## config.mk

```make
export PLATFORM = sky130hd
export DESIGN_NAME = adc_share_arb
export DESIGN_NICKNAME = d
export VERILOG_FILES = /design/src/rtl/adc_arb_pkg.sv /design/src/rtl/adc_arb_prio_bank.sv /design/src/rtl/adc_arb_select.sv /design/src/rtl/adc_arb_conv_stub.sv /design/src/rtl/adc_share_arb.sv
export SDC_FILE = /design/constraint.sdc
export NUM_CORES = 1
export LEC_CHECK = 0
export BUFFER_PORTS_ARGS = -buffer_cell sky130_fd_sc_hd__buf_2
export CAP_MARGIN = 20
export CORE_ASPECT_RATIO = 0.75
export CORE_MARGIN = 10
export CORE_UTILIZATION = 25
export DETAILED_ROUTE_END_ITERATION = 8
export PLACE_DENSITY = 0.42
export SLEW_MARGIN = 20
export SYNTH_ARGS = -nofsm -noshare
export SYNTH_HDL_FRONTEND = slang
export SYNTH_SLANG_ARGS = --single-unit
```

## constraint.sdc

```tcl
create_clock -name clk -period 2.87 [get_ports clk]
set_clock_uncertainty 0.05 [all_clocks]
set_input_delay 0.1435 -clock clk [delete_from_list [all_inputs] [get_ports clk]]
set_output_delay 0.1435 -clock clk [all_outputs]
set_load 0.01 [all_outputs]
```

## src/rtl/adc_arb_pkg.sv

```systemverilog
// Shared constants and types for the converter arbiter.
// Assumes exactly three requesters. The result word layout is fixed.
package adc_arb_pkg;
    localparam int NREQ        = 3;
    localparam int IDX_W       = $clog2(NREQ);
    localparam int PRIO_W      = 2;
    localparam int TAG_W       = 4;
    localparam int DATA_W      = 12;
    localparam int RES_W       = TAG_W + 1 + DATA_W;
    localparam logic [TAG_W-1:0] BAD_TAG = 4'hF;

    typedef enum logic [1:0] {
        MODE_FIXED  = 2'd0,
        MODE_LOOP   = 2'd1,
        MODE_SHIELD = 2'd2,
        MODE_RSVD   = 2'd3
    } arb_mode_e;

    typedef enum logic [1:0] {
        ST_IDLE   = 2'd0,
        ST_SETTLE = 2'd1,
        ST_CONV   = 2'd2
    } arb_state_e;
endpackage

```

## src/rtl/adc_arb_prio_bank.sv

```systemverilog
// Priority register file.
// It accepts a write only when the three values form a permutation of
// 0, 1 and 2, and it derives the one-hot vector of the top requester.
// Assumes prio_wr is a plain synchronous strobe.
module adc_arb_prio_bank
    import adc_arb_pkg::*;
(
    input  logic                     clk,
    input  logic                     rst_n,
    input  logic                     prio_wr,
    input  logic [NREQ*PRIO_W-1:0]   prio_wdata,
    output logic [NREQ*PRIO_W-1:0]   prio_flat,
    output logic [NREQ-1:0]          top_vec
);
    logic [PRIO_W-1:0] prio_q [NREQ];
    logic [PRIO_W-1:0] wr_a   [NREQ];
    logic              wr_ok;

    // Unpack the write data into per-requester fields.
    for (genvar i = 0; i < NREQ; i++) begin : g_unpack
        assign wr_a[i] = prio_wdata[i*PRIO_W +: PRIO_W];
        assign prio_flat[i*PRIO_W +: PRIO_W] = prio_q[i];
    end

    // A write is legal only if the values are in range and pairwise distinct.
    always_comb begin
        wr_ok = 1'b1;
        for (int i = 0; i < NREQ; i++) begin
            if (wr_a[i] > PRIO_W'(NREQ - 1)) wr_ok = 1'b0;
            for (int j = i + 1; j < NREQ; j++) begin
                if (wr_a[i] == wr_a[j]) wr_ok = 1'b0;
            end
        end
    end

    // Hold the priorities, loading the defaults at reset.
    always_ff @(posedge clk) begin
        if (!rst_n) begin
            for (int i = 0; i < NREQ; i++) prio_q[i] <= PRIO_W'(NREQ - 1 - i);
        end else if (prio_wr && wr_ok) begin
            for (int i = 0; i < NREQ; i++) prio_q[i] <= wr_a[i];
        end
    end

    // Mark the requester that outranks every other.
    for (genvar i = 0; i < NREQ; i++) begin : g_top
        always_comb begin
            top_vec[i] = 1'b1;
            for (int j = 0; j < NREQ; j++) begin
                if (j != i && prio_q[j] >= prio_q[i]) top_vec[i] = 1'b0;
            end
        end
    end
endmodule

```

## src/rtl/adc_arb_select.sv

```systemverilog
// Combinational grant selection for the three arbitration modes, plus
// detection of a preempting request in fixed mode.
// Assumes the priorities are distinct.
module adc_arb_select
    import adc_arb_pkg::*;
(
    input  logic [NREQ-1:0]         req,
    input  logic [NREQ*PRIO_W-1:0]  prio_flat,
    input  arb_mode_e               mode,
    input  logic [IDX_W-1:0]        ptr,
    input  logic [IDX_W-1:0]        force_sel,
    input  logic                    busy,
    input  logic [IDX_W-1:0]        owner,
    output logic                    win_ok,
    output logic [IDX_W-1:0]        win_idx,
    output logic                    preempt,
    output logic [IDX_W-1:0]        preempt_idx
);
    logic [PRIO_W-1:0] prio_a [NREQ];
    logic [NREQ-1:0]   beats;
    logic [NREQ-1:0]   outranks;
    logic              fix_ok, loop_ok, sh_ok;
    logic [IDX_W-1:0]  fix_idx, loop_idx;
    logic [PRIO_W-1:0] own_prio;

    for (genvar i = 0; i < NREQ; i++) begin : g_cmp
        assign prio_a[i] = prio_flat[i*PRIO_W +: PRIO_W];

        // Requester i wins if it requests and outranks every other requester.
        always_comb begin
            beats[i] = req[i];
            for (int j = 0; j < NREQ; j++) begin
                if (j != i && req[j] && prio_a[j] >= prio_a[i]) beats[i] = 1'b0;
            end
        end

        // Requester i would displace the present owner.
        assign outranks[i] = req[i] && (IDX_W'(i) != owner) && (prio_a[i] > own_prio);
    end

    // Owner priority lookup.
    always_comb begin
        own_prio = '0;
        for (int i = 0; i < NREQ; i++) begin
            if (IDX_W'(i) == owner) own_prio = prio_a[i];
        end
    end

    // Encode the fixed-priority winner.
    always_comb begin
        fix_ok  = |beats;
        fix_idx = '0;
        for (int i = 0; i < NREQ; i++) begin
            if (beats[i]) fix_idx = IDX_W'(i);
        end
    end

    // Rotating search, starting at ptr; the nearest requester wins.
    always_comb begin
        loop_ok  = 1'b0;
        loop_idx = '0;
        for (int k = NREQ - 1; k >= 0; k--) begin
            int s;
            s = int'(ptr) + k;
            if (s >= NREQ) s = s - NREQ;
            if (req[s]) begin
                loop_ok  = 1'b1;
                loop_idx = IDX_W'(s);
            end
        end
    end

    // Shield mode serves only the forced requester.
    always_comb begin
        sh_ok = 1'b0;
        for (int i = 0; i < NREQ; i++) begin
            if (IDX_W'(i) == force_sel && req[i]) sh_ok = 1'b1;
        end
    end

    // Pick the winner for the selected mode.
    always_comb begin
        case (mode)
            MODE_FIXED:  begin win_ok = fix_ok;  win_idx = fix_idx;   end
            MODE_LOOP:   begin win_ok = loop_ok; win_idx = loop_idx;  end
            MODE_SHIELD: begin win_ok = sh_ok;   win_idx = force_sel; end
            default:     begin win_ok = 1'b0;    win_idx = '0;        end
        endcase
    end

    assign preempt     = (mode == MODE_FIXED) && busy && (|outranks);
    assign preempt_idx = fix_idx;
endmodule

```

## src/rtl/adc_arb_conv_stub.sv

```systemverilog
// Fixed-latency converter model.
// It samples the input at start and flags the last cycle of the
// conversion. A start in the same cycle as an abort takes precedence.
// Assumes CONV_LAT >= 1.
module adc_arb_conv_stub
    import adc_arb_pkg::*;
#(
    parameter int CONV_LAT = 8,
    localparam int CNT_W   = $clog2(CONV_LAT + 1)
) (
    input  logic              clk,
    input  logic              rst_n,
    input  logic              start,
    input  logic              abort,
    input  logic [DATA_W-1:0] sample_in,
    output logic              last,
    output logic [DATA_W-1:0] data_out
);
    logic [CNT_W-1:0]  cnt_q;
    logic [DATA_W-1:0] smp_q;

    // Count down the conversion time and hold the captured sample.
    always_ff @(posedge clk) begin
        if (!rst_n) begin
            cnt_q <= '0;
            smp_q <= '0;
        end else if (start) begin
            cnt_q <= CNT_W'(CONV_LAT);
            smp_q <= sample_in;
        end else if (abort) begin
            cnt_q <= '0;
        end else if (cnt_q != '0) begin
            cnt_q <= cnt_q - 1'b1;
        end
    end

    assign last     = (cnt_q == CNT_W'(1));
    assign data_out = smp_q;
endmodule

```

## src/rtl/adc_share_arb.sv

```systemverilog
// Top of the shared converter arbiter.
// It sequences ownership through the idle, settle and conversion phases,
// handles preemption and builds the result word.
// Assumes each requester holds req until it sees its done pulse.
module adc_share_arb
    import adc_arb_pkg::*;
#(
    parameter int CONV_LAT   = 8,
    parameter int MAX_SETTLE = 4,
    localparam int SETTLE_W  = $clog2(MAX_SETTLE + 1)
) (
    input  logic                     clk,
    input  logic                     rst_n,
    input  logic [1:0]               arb_mode,
    input  logic [1:0]               force_sel,
    input  logic [SETTLE_W-1:0]      settle_cycles,
    input  logic                     prio_wr,
    input  logic [5:0]               prio_wdata,
    input  logic [2:0]               req,
    input  logic [11:0]              chan_flat,
    input  logic [11:0]              ain,
    output logic [2:0]               grant,
    output logic [2:0]               done,
    output logic [16:0]              result,
    output logic [5:0]               prio_cur,
    output logic [2:0]               force_vec
);
    arb_mode_e          mode;
    arb_state_e         st_q, st_n;
    logic [IDX_W-1:0]   own_q, own_n, ptr_q, ptr_n;
    logic [SETTLE_W-1:0] sc_q, sc_n, settle_eff;
    logic [NREQ-1:0]    done_n;
    logic [RES_W-1:0]   res_n;
    logic               start, abort, busy;
    logic               win_ok, preempt, conv_last;
    logic [IDX_W-1:0]   win_idx, pre_idx;
    logic [DATA_W-1:0]  conv_data;
    logic [TAG_W-1:0]   chan_a [NREQ];
    logic [TAG_W-1:0]   own_chan;

    assign mode = arb_mode_e'(arb_mode);
    assign busy = (st_q != ST_IDLE);

    for (genvar i = 0; i < NREQ; i++) begin : g_chan
        assign chan_a[i] = chan_flat[i*TAG_W +: TAG_W];
        assign grant[i]  = busy && (own_q == IDX_W'(i));
    end

    // Channel of the present owner.
    always_comb begin
        own_chan = '0;
        for (int i = 0; i < NREQ; i++) begin
            if (own_q == IDX_W'(i)) own_chan = chan_a[i];
        end
    end

    // Clamp the settle request to the supported maximum.
    assign settle_eff = (settle_cycles > SETTLE_W'(MAX_SETTLE)) ?
                        SETTLE_W'(MAX_SETTLE) : settle_cycles;

    adc_arb_prio_bank u_prio (
        .clk        (clk),
        .rst_n      (rst_n),
        .prio_wr    (prio_wr),
        .prio_wdata (prio_wdata),
        .prio_flat  (prio_cur),
        .top_vec    (force_vec)
    );

    adc_arb_select u_sel (
        .req         (req),
        .prio_flat   (prio_cur),
        .mode        (mode),
        .ptr         (ptr_q),
        .force_sel   (force_sel),
        .busy        (busy),
        .owner       (own_q),
        .win_ok      (win_ok),
        .win_idx     (win_idx),
        .preempt     (preempt),
        .preempt_idx (pre_idx)
    );

    adc_arb_conv_stub #(.CONV_LAT(CONV_LAT)) u_conv (
        .clk       (clk),
        .rst_n     (rst_n),
        .start     (start),
        .abort     (abort),
        .sample_in (ain),
        .last      (conv_last),
        .data_out  (conv_data)
    );

    // Next-state logic for ownership, settle and completion.
    always_comb begin
        st_n   = st_q;
        own_n  = own_q;
        ptr_n  = ptr_q;
        sc_n   = sc_q;
        start  = 1'b0;
        abort  = 1'b0;
        done_n = '0;
        res_n  = '0;
        case (st_q)
            ST_IDLE: begin
                if (win_ok) begin
                    own_n = win_idx;
                    if (settle_eff == '0) begin
                        st_n  = ST_CONV;
                        start = 1'b1;
                    end else begin
                        st_n = ST_SETTLE;
                        sc_n = settle_eff;
                    end
                end
            end
            ST_SETTLE, ST_CONV: begin
                if (preempt) begin
                    abort          = (st_q == ST_CONV);
                    done_n[own_q]  = 1'b1;
                    res_n          = {BAD_TAG, 1'b0, {DATA_W{1'b0}}};
                    own_n          = pre_idx;
                    if (settle_eff == '0) begin
                        st_n  = ST_CONV;
                        start = 1'b1;
                    end else begin
                        st_n = ST_SETTLE;
                        sc_n = settle_eff;
                    end
                end else if (st_q == ST_SETTLE) begin
                    if (sc_q <= SETTLE_W'(1)) begin
                        st_n  = ST_CONV;
                        start = 1'b1;
                        sc_n  = '0;
                    end else begin
                        sc_n = sc_q - 1'b1;
                    end
                end else if (conv_last) begin
                    done_n[own_q] = 1'b1;
                    res_n         = {own_chan, 1'b0, conv_data};
                    st_n          = ST_IDLE;
                    if (mode == MODE_LOOP) begin
                        ptr_n = (own_q == IDX_W'(NREQ - 1)) ? '0 : own_q + 1'b1;
                    end
                end
            end
            default: st_n = ST_IDLE;
        endcase
    end

    // State, owner, rotation pointer and registered outputs.
    always_ff @(posedge clk) begin
        if (!rst_n) begin
            st_q   <= ST_IDLE;
            own_q  <= '0;
            ptr_q  <= '0;
            sc_q   <= '0;
            done   <= '0;
            result <= '0;
        end else begin
            st_q   <= st_n;
            own_q  <= own_n;
            ptr_q  <= ptr_n;
            sc_q   <= sc_n;
            done   <= done_n;
            result <= res_n;
        end
    end
endmodule

```

==> summary.md, run 1 <==
| Metric | Value |
|---|---|
| Run status | `complete, no violations` |
| Initial antenna violation count | `0` |
| Detailed Place HPWL | `6860 um` |
| Critical path endpoint category | `flip-flop` |
| Fraction of registers with async set/reset | `0%` |
| Root buffer cell | `clkbuf_16` |
| First-pass GRT wire length | `14100 um` |
| Worst Path Required | `3.03 ns` |
| Starting Density | `25.4%` |
| Max Slew Vio Count | `0` |
| Via/cell ratio | `4.55` |
| Crit path arrival time | `2.93 ns` |
| Maximum vdd drop | `0.284 mV` |
| Fin util | `32.5%` |
| Flops & latches, synth | `50` |
| Die X | `148 um` |
| Post-route ant nets | `0` |
| Core box area | `12200 sq um` |
| FP Rows | `35` |
| Total gr overflow | `0` |
| Syn Nets | `449` |
| Largest family of logic cells by synthesized area | `simple AND/OR/NAND/NOR gates` |
| Fin Hold WS | `0.0436 ns` |
| Clock-pin slew on the worst setup and hold paths | `0.06 ns` |
| Post-synth EDFFs | `6` |
| Final hold vios | `0` |
| Hold Crit Class | `in2reg` |
| Synth Flop Type | `dfxtp_1` |
| YS warnings | `0` |
| Buffers on Ports | `73` |
| Overall Global Routing Usage | `9.87%` |
| Commonest non-fill, non-tap cell in the layout | `buf_2` |
| Adder-cell share of the synthesized area | `8.46%` |
| Most frequent cells in the layout | `73 x buf_2, 72 x nand2_1, 43 x dfxtp_1, 27 x nor2_1, 27 x mux2i_1` |
| Syn Inst Count | `386` |
| Crit share post-route | `96.6%` |
| Total number of vias | `2867` |
| H-tree levels | `2` |
| Synth cell types | `54` |
| Layout fillers | `1323` |
| Routability cong. | `0.825` |
| Synth Area in XOR/XNOR | `0.283%` |
| Simple-Gate Fraction of Synth Area | `25.9%` |
| RSZ-0062 raised after global routing | `yes` |
| Post-synthesis compound-gate area fraction | `15.4%` |
| Crit path time final | `2.77 ns` |
| Share of post-route cells with drive strength above 1 | `24.8%` |
| Leak pwr | `1.78 nW` |
| Mean Syn Cell Area | `8.01 sq um` |
| Startpoint type of the worst setup path | `flip-flop` |
| Number of global-route vias before repair | `2745` |
| Syn-to-layout area delta | `27.9%` |
| Sequential area share after synthesis | `34.3%` |
| Area after DPL | `3660 sq um` |
| CTS tree | `done` |
| Clock buffer depth | `2` |
| Worst Setup Slack, final | `0.0984 ns` |
| Setup CP Type | `reg2reg` |
| Max_cap viols | `0` |
| Die area | `17300 sq um` |
| Endpoints failing setup | `0` |
| Largest net degree at the start of global routing | `25` |
| Die height | `116 um` |
| Iter 0 DRT Violations | `143` |
| IO Count | `75` |
| Layout Nets | `526` |
| P per Cell Area | `740 nW/um^2` |
| Clock insertion delay at the later pin of the skew report | `0.28 ns` |
| Design area | `3950 sq um` |
| Minimum setup slack after placement | `0.215 ns` |
| Hold Buf Count CTS | `0` |
| Crit-path max FO | `8` |
| Avg WL per Cell | `14.1 um` |
| Total CTS buffers | `5` |
| Cell Area, Synth | `3090 sq um` |
| Multiplexer share of the synthesized area | `8.74%` |
| Drt first pass iters | `4` |
| Drt drc | `0` |
| # diodes | `0` |
| FMAX | `0.361 GHz` |
| Drt total wl | `8910 um` |
| CTS Sinks | `50` |
| Power consumption | `2.93 mW` |
[synth_stat cells (2+ instances only)]
cell type / instances / share of area, %
a211oi_2: 2 / 0.81
a21o_1: 2 / 0.49
a21oi_1: 22 / 3.6
a221oi_1: 3 / 0.85
a31oi_1: 3 / 0.61
and2_1: 15 / 3.0
and3_1: 3 / 0.61
and4_1: 3 / 0.85
buf_1: 2 / 0.24
buf_2: 5 / 0.81
buf_4: 5 / 1.2
clkbuf_1: 7 / 0.85
dfxtp_1: 44 / 29
edfxtp_1: 6 / 5.8
ha_1: 20 / 8.1
inv_1: 22 / 2.7
mux2i_1: 27 / 8.7
nand2_1: 72 / 8.7
nand2b_1: 5 / 1.0
nand3_1: 7 / 1.1
nand3b_1: 2 / 0.49
nor2_1: 28 / 3.4
nor2b_1: 9 / 1.8
nor3_1: 12 / 1.9
nor3b_1: 3 / 0.73
o2111ai_1: 2 / 0.57
o21ai_0: 19 / 3.1
o221ai_1: 3 / 0.85
o22ai_1: 2 / 0.40
o31ai_1: 4 / 0.97
or3_1: 4 / 0.81
[final cells by class]
type | instances | area, sq um | area share (%)
clock inverters | 2 | 36.3 | 0.918
repair buffers | 91 | 569 | 14.4
multi-input cells | 292 | 1860 | 47.1
well taps | 166 | 208 | 5.25
inverters | 23 | 86.3 | 2.18
flip-flops and latches | 50 | 1060 | 26.9
clock buffers | 6 | 129 | 3.26
[path summary, 6_finish.rpt]
| path | start | end | slack, ns | cells after the start |
|---|---|---|---|---|
| worst min-delay path | ain[2] | u_conv.data_out[2] | 0.04 | 3 |
| worst max-delay path | u_prio.prio_q[0][2] | u_conv.data_out[1] | 0.1 | 12 |
| worst max register to register | u_prio.prio_q[0][2] | u_conv.data_out[1] | 0.1 | 12 |
| worst min register to register | u_conv.data_out[10] | result[10] | 0.40 | 1 |
[report_power, final]
part,internal [mW],switching (mW),leakage [nW]
logic,0.591,0.766,1.29
registers,0.815,0.0929,0.415
clock network,0.412,0.249,0.0814
[routing by layer]
| layer | track usage [%] | vias up | part of all wire, % |
|---|---|---|---|
| met3 | 1.74 | 6 | 3.4 |
| met1 | 14.0 | 1313 | 53 |
| li1 | - | 1488 | - |
| met2 | 15.2 | 60 | 43 |
| met4 | 2.17 | 0 | 0.84 |
| met5 | 0 | - | 0 |
[critical path: stages (launching register included)]
cell	delay, ns
edfxtp_1	0.43
mux2i_1	0.21
o22ai_2	0.12
ha_1	0.30
nor2_2	0.05
o31ai_2	0.25
a21oi_2	0.08
a211oi_2	0.32
clkbuf_16	0.21
nand3b_1	0.13
o211a_4	0.19
clkbuf_16	0.16
mux2i_1	0.18
[metrics by stage]
step           std cells  TNS (ns)
2_1_floorplan        386         0
3_3_place_gp         616         0
3_5_place_dp         616         0
4_1_cts              624         0
5_1_grt              630   -0.0821
6_report             630         0
[logic make-up (layout without fill, tap and decap cells)]
group,after synthesis,count (layout)
fa+ha+maj,21,21
buf+inv,44,122
flops,50,50
compound gates,74,74
xor+xnor,1,1
simple gates,168,168
mux,27,27
other cells,1,1
[flip-flops by register name (all words and copies together) (netlist names)]
signal           count
u_conv.cnt_q         4
done                 3
u_conv.data_out     12
st_q                 2
u_prio.prio_q        6
ptr_q                2
own_q                2
result              16
sc_q                 3
[repair_timing]
item	CTS	global route
setup buffers	0	3
resized for setup	0	12
setup endpoints to repair	0	29
Note: power is estimated with default switching activity, not from simulation.
==> run 2: changes to the inputs <==
--- a/config.mk
+++ b/config.mk
@@ -8,7 +8,6 @@
 export BUFFER_PORTS_ARGS = -buffer_cell sky130_fd_sc_hd__buf_2
 export CAP_MARGIN = 20
 export CORE_ASPECT_RATIO = 0.75
-export CORE_MARGIN = 10
 export CORE_UTILIZATION = 25
 export DETAILED_ROUTE_END_ITERATION = 8
 export PLACE_DENSITY = 0.42
==> summary.md, run 2 (synthesis results as in run 1) <==
| Metric | Value |
|---|---|
| Number of global-route vias before repair | `2772 (+0.98%)` |
| Initial antenna violation count | `0 (unchanged)` |
| Layout fillers | `1300 (-1.7%)` |
| Final hold vios | `0 (unchanged)` |
| R2R Path Start | `u_prio.prio_q[0][0]` |
| Sequential Power Share | `30.9% (about the same)` |
| Root buffer cell | `clkbuf_16` |
| CTS tree | `done` |
| Total gr overflow | `0 (unchanged)` |
| Drt first pass iters | `4 (unchanged)` |
| IO Count | `75 (unchanged)` |
| Die height | `98.3 um (-15%)` |
| Detailed Place HPWL | `6340 um (-7.5%)` |
| Layout Nets | `524 (-0.38%)` |
| Critical path endpoint category | `flip-flop` |
| Slew headroom | `66.4%` |
| Max Slew Vio Count | `0 (unchanged)` |
| Run status | `complete, no violations` |
| FP Rows | `34 (-2.9%)` |
| Post-route ant nets | `0 (unchanged)` |
| Drt total wl | `8500 um (-4.5%)` |
| Worst setup path endpoint | `u_conv.data_out[10]` |
| Fin util | `33.0% (+0.49 points)` |
| Final std cells w/o fill | `624 (-0.95%)` |
| Maximum vdd drop | `0.285 mV (+0.45%)` |
| Max reg flops | `16 (unchanged)` |
| Reg2Reg Depth | `12 (unchanged)` |
| Overall Global Routing Usage | `13.3% (+3.4 points)` |
| Die area | `12800 sq um (-26%)` |
| Share of post-route cells with drive strength above 1 | `23.2% (-1.6 points)` |
| Max_cap viols | `0 (unchanged)` |
| Core box area | `11800 sq um (-2.9%)` |
| Total number of vias | `2874 (+0.24%)` |
| Avg WL per Cell | `13.6 um (-3.6%)` |
| Register with the highest flop count | `result` |
| Cells after DPL | `612 (-0.65%)` |
| Crit path arrival time | `2.83 ns (-0.10 ns)` |
| Leak pwr | `1.76 nW (-1.1%)` |
| Cell-internal power | `1.80 mW (-1.2%)` |
| Iter 0 DRT Violations | `137 (-4.2%)` |
| Share of total power in combinational logic | `45.5% (-0.9 points)` |
| First-pass GRT wire length | `13300 um (-5.9%)` |
| Clock buffer depth | `2 (unchanged)` |
| Routability cong. | `0.772 (-6.5%)` |
| P_sw | `1.11 mW (about the same)` |
| Via/cell ratio | `4.61 (+1.2%)` |
| Starting Density | `26.1% (+0.75 points)` |
| Die X | `130 um (-12%)` |
| Clock-pin slew on the worst setup and hold paths | `0.07 ns (about the same)` |
| Hold Buf Count CTS | `0 (unchanged)` |
| Most frequent cells in the layout | `73 x buf_2, 72 x nand2_1, 43 x dfxtp_1, 28 x nor2_1, 27 x mux2i_1` |
| Commonest non-fill, non-tap cell in the layout | `buf_2` |
| Capture point of the worst reg-to-reg path | `u_conv.data_out[10]` |
| Area after DPL | `3650 sq um (-0.14%)` |
| Endpoints failing setup | `0 (unchanged)` |
| P per Cell Area | `745 nW/um^2 (+0.64%)` |
| Largest net degree at the start of global routing | `40 (+60%)` |
| Worst Path Required | `3.05 ns (+0.02 ns)` |
| # diodes | `0 (unchanged)` |
| Actual slew at the worst max-slew pin | `0.499 ns` |
| CTS Sinks | `50 (unchanged)` |
| Setup CP Type | `reg2reg` |
| Crit share post-route | `92.3% (-4.3 points)` |
| Flop2flop setup slack | `0.22 ns (+0.12 ns)` |
| Clock insertion delay at the later pin of the skew report | `0.30 ns (+0.02 ns)` |
| Syn-to-layout area delta | `26.2%` |
| Total CTS buffers | `5 (unchanged)` |
| FMAX | `0.378 GHz (+4.7%)` |
| Hold Crit Class | `in2reg` |
| Design area | `3900 sq um (-1.4%)` |
| Buffers on Ports | `73 (unchanged)` |
| Clk pwr share | `23.5% (+0.9 points)` |
| Crit-path max FO | `10 (+2)` |
| Power consumption | `2.90 mW (-0.76%)` |
| Startpoint type of the worst setup path | `flip-flop` |
| H-tree levels | `2 (unchanged)` |
| Crit path time final | `2.65 ns (-0.124 ns)` |
| Switching portion of total power | `38.2% (+0.27 points)` |
| Setup crit start | `u_prio.prio_q[0][0]` |
| Drt drc | `0 (unchanged)` |
run 2: routing by layer:
metal  up-vias  track usage [%]  routed length [um]
met5         -                0                   0
met4         0             3.09                  72
met3         7             3.12                 354
met2        54             21.6                3780
met1      1334             17.8                4290
li1       1479                -                   -
run 2: stage by stage:
stage,setup TNS [ns],hold WS (ns),setup slack [ns]
CTS,0,0.0290,0.198
detailed placement,0,0.345,0.207
global route,-0.000240,0.0409,-0.000240
finish,0,0.0353,0.222
global placement,0,0.341,0.282
floorplan,0,0.232,0.230
run 2: area by class of cell:
| cell class | instances | area (sq um) | share of cell area, % |
|---|---|---|---|
| repair buffers | 89 | 546 | 14.0 |
| inverters | 23 | 86.3 | 2.21 |
| well taps | 162 | 203 | 5.20 |
| clock buffers | 5 | 125 | 3.21 |
| multi-input cells | 292 | 1830 | 47.0 |
| flip-flops and latches | 50 | 1060 | 27.2 |
| clock inverters | 3 | 43.8 | 1.12 |
run 2: worst min path at each step:
stage	cells past startpoint	startpoint	to	slack [ns]
6_report	3	ain[8]	u_conv.data_out[8]	0.04
5_1_grt	3	ain[8]	u_conv.data_out[8]	0.04
4_1_cts	3	ain[5]	u_conv.data_out[5]	0.03
3_5_place_dp	3	ain[5]	u_conv.data_out[5]	0.34
3_3_place_gp	3	ain[5]	u_conv.data_out[5]	0.34
2_1_floorplan	2	ain[0]	u_conv.data_out[0]	0.23
run 2: repair_timing:
| item | CTS | global route |
|---|---|---|
| endpoints found under the setup margin | 0 | 2 |
| resized for setup | 0 | 3 |
| setup buffers | 0 | 2 |
run 2: power groups by stage:
| stage | clock network [mW] | registers (mW) | logic (mW) |
|---|---|---|---|
| after detailed placement | 0 | 0.915 | 1.25 |
| after floorplan | 0 | 0.893 | 0.924 |
| after CTS | 0.704 | 0.899 | 1.27 |
| after global routing | 0.733 | 0.916 | 1.48 |
| final | 0.684 | 0.899 | 1.32 |
| after global placement | 0 | 0.915 | 1.25 |
run 2: critical path, stage by stage (launching register included):
cell       delay [ns]
edfxtp_1         0.40
mux2i_1          0.15
o22ai_1          0.13
ha_1             0.29
nor2_1           0.05
o31ai_1          0.22
a21oi_1          0.11
a211oi_2         0.32
buf_12           0.17
nand3b_1         0.15
o211a_4          0.20
clkbuf_16        0.16
mux2i_1          0.18
==> run 3: changes to the inputs <==
==> constraint.sdc (replaced) <==
create_clock -name clk -period 2.49 [get_ports clk]
set_clock_uncertainty 0.05 [all_clocks]
set_input_delay 0.1245 -clock clk [delete_from_list [all_inputs] [get_ports clk]]
set_output_delay 0.1245 -clock clk [all_outputs]
set_load 0.01 [all_outputs]
==> summary.md, run 3 (synthesis results as in run 1) <==
| Metric | Value |
|---|---|
| IO Count | `75 (unchanged)` |
| Setup total negative slack | `-0.279 ns (-0.279 ns)` |
| CTS tree | `done` |
| # diodes | `0 (unchanged)` |
| Clock-pin slew on the worst setup and hold paths | `0.07 ns (about the same)` |
| Commonest non-fill, non-tap cell in the layout | `buf_2` |
| Met1 WL | `4560 um (+6.2%)` |
| Failing checks | `setup timing` |
| Cell-internal power | `2.18 mW (+21%)` |
| Routability cong. | `0.736 (-4.6%)` |
| Max Slew Vio Count | `0 (unchanged)` |
| Share of post-route cells with drive strength above 1 | `30.7% (+7.5 points)` |
| FMAX | `0.391 GHz (+3.6%)` |
| Overall Global Routing Usage | `13.2% (-0.16 points)` |
| Setup crit start | `u_prio.prio_q[0][2]` |
| H-tree levels | `2 (unchanged)` |
| Register with the highest flop count | `result` |
| Startpoint type of the worst setup path | `flip-flop` |
| First-pass GRT wire length | `13300 um (unchanged)` |
| Storage cell area | `1060 sq um (unchanged)` |
| Final std cells w/o fill | `651 (+4.3%)` |
| Iter 0 DRT Violations | `99 (-28%)` |
| Post-route ant nets | `0 (unchanged)` |
| P_sw | `1.34 mW (+21%)` |
| Clk pwr share | `22.0% (-1.5 points)` |
| Total gr overflow | `0 (unchanged)` |
| Die X | `130 um (unchanged)` |
| CTS Sinks | `50 (unchanged)` |
| Actual slew at the worst max-slew pin | `0.561 ns (+0.0622 ns)` |
| Run status | `finished with violations` |
| Endpoints failing setup | `12 (+12)` |
| Crit path arrival time | `2.68 ns (-0.15 ns)` |
| Die height | `98.3 um (unchanged)` |
| Largest net degree at the start of global routing | `26 (-35%)` |
| Drt first pass iters | `4 (unchanged)` |
| Hold Crit Class | `in2reg` |
| Via/cell ratio | `4.54 (-1.4%)` |
| Fin util | `35.2% (+2.2 points)` |
| Syn-to-layout area delta | `34.6%` |
| Cells after DPL | `636 (+3.9%)` |
| Crit share post-route | `103% (+10 points)` |
| Die area | `12800 sq um (unchanged)` |
| Buffers on Ports | `73 (unchanged)` |
| R2R Path Start | `u_prio.prio_q[0][2]` |
| Root buffer cell | `clkbuf_16` |
| DR WL met2 | `3810 um (+0.79%)` |
| Number of global-route vias before repair | `2799 (+0.97%)` |
| Clock insertion delay at the later pin of the skew report | `0.29 ns (about the same)` |
| Drt total wl | `8670 um (+2.0%)` |
| Total CTS buffers | `5 (unchanged)` |
| Fin Hold WS | `0.0172 ns (-0.0181 ns)` |
| Max reg flops | `16 (unchanged)` |
| Core box area | `11800 sq um (unchanged)` |
| Met3 routed WL | `231 um (-35%)` |
| Most frequent cells in the layout | `73 x buf_2, 72 x nand2_1, 43 x dfxtp_1, 38 x buf_4, 27 x mux2i_1` |
| Layout fillers | `1278 (-1.7%)` |
| Drt drc | `0 (unchanged)` |
| Max_cap viols | `0 (unchanged)` |
| Clock buffer depth | `2 (unchanged)` |
| Starting Density | `26.1% (unchanged)` |
| Leak pwr | `1.90 nW (+7.7%)` |
| Share of total power in combinational logic | `48.6% (+3.1 points)` |
| Max Used Layer | `met4` |
| Power consumption | `3.51 mW (+21%)` |
| Slew headroom | `62.4% (-3.9 points)` |
| FP Rows | `34 (unchanged)` |
| Footprint of the multi-input gates | `1930 sq um (+5.1%)` |
| Final hold vios | `0 (unchanged)` |
| Setup CP Type | `reg2reg` |
| HP Start | `ain[2]` |
| Crit-path max FO | `8 (-2)` |
| Avg WL per Cell | `13.3 um (-2.2%)` |
| Total number of vias | `2955 (+2.8%)` |
| Layout Nets | `551 (+5.2%)` |
| Switching portion of total power | `38.0% (-0.13 points)` |
| Worst Setup Slack, final | `-0.0662 ns (-0.289 ns)` |
| Maximum vdd drop | `0.320 mV (+12%)` |
| Hold Buf Count CTS | `0 (unchanged)` |
| Sequential Power Share | `29.4% (-1.5 points)` |
| Critical path endpoint category | `flip-flop` |
| Worst Path Required | `2.61 ns (-0.44 ns)` |
| Initial antenna violation count | `0 (unchanged)` |
| Crit path time final | `2.56 ns (-0.0915 ns)` |
| Detailed Place HPWL | `6520 um (+2.7%)` |
| RSZ-0062 raised after global routing | `yes` |
| Flop2flop setup slack | `-0.07 ns (-0.29 ns)` |
| P per Cell Area | `844 nW/um^2 (+13%)` |
==> run 3: changes by cell type in the layout (fill, tap and decap cells not counted), sizes merged <==
cell      before  now
buf           87  114
and4           3    4
clkinvlp       1    0
==> run 3: power groups by stage <==
stage	combinational (mW)	clock (mW)	sequential, mW
after CTS	1.60	0.791	1.03
after detailed placement	1.55	0	1.05
final	1.71	0.772	1.03
after floorplan	1.08	0	1.03
after global routing	1.91	0.827	1.05
after global placement	1.54	0	1.05
==> run 3: worst max-delay path, cell delays in order (launching register included) <==
cell and delay [ns]:
edfxtp_1 0.40, mux2i_1 0.20, o22ai_2 0.13, ha_1 0.30, nor2_2 0.04, o31ai_1 0.21
a21oi_1 0.11, a211oi_2 0.14, buf_4 0.18, buf_4 0.11, nand3_2 0.06, o211a_4 0.18
clkbuf_16 0.17, nor3b_2 0.15
==> run 3: area by class of cell <==
cell class                 instances  share of cell area (%)
clock buffer                       6                    3.10
inverter                          23                    2.08
sequential                        50                    25.5
tap                              162                    4.87
multi-input combinational        293                    46.3
clock inverter                     2                   0.872
timing repair buffer             115                    17.3
==> run 3: per-stage QoR <==
step / instance area [sq um] / worst slack (ns)
4_1_cts: 4050 / -0.0550
3_5_place_dp: 3820 / -0.0800
3_3_place_gp: 3820 / -0.0341
5_1_grt: 4160 / -0.206
2_1_floorplan: 3100 / -0.0246
6_report: 4160 / -0.0662
==> run 3: repair_timing <==
| item | in CTS | in global routing |
|---|---|---|
| setup endpoints to repair | 29 | 38 |
| pin swaps | 0 | 8 |
| cloned | 0 | 2 |
| resized for setup | 11 | 17 |
| buffers inserted | 2 | 3 |
==> run 3: worst paths after layout <==
kind	cells past startpoint	endpoint
min	3	u_conv.data_out[2]
max	13	u_conv.cnt_q[0]
min reg2reg	2	u_conv.data_out[11]
max reg2reg	13	u_conv.cnt_q[0]
==> run 3: layer usage <==
| metal | vias to the layer above | track usage, % |
|---|---|---|
| met5 | - | 0 |
| met4 | 0 | 3.18 |
| met3 | 8 | 2.52 |
| met2 | 40 | 20.4 |
| met1 | 1372 | 18.6 |
| li1 | 1535 | - |
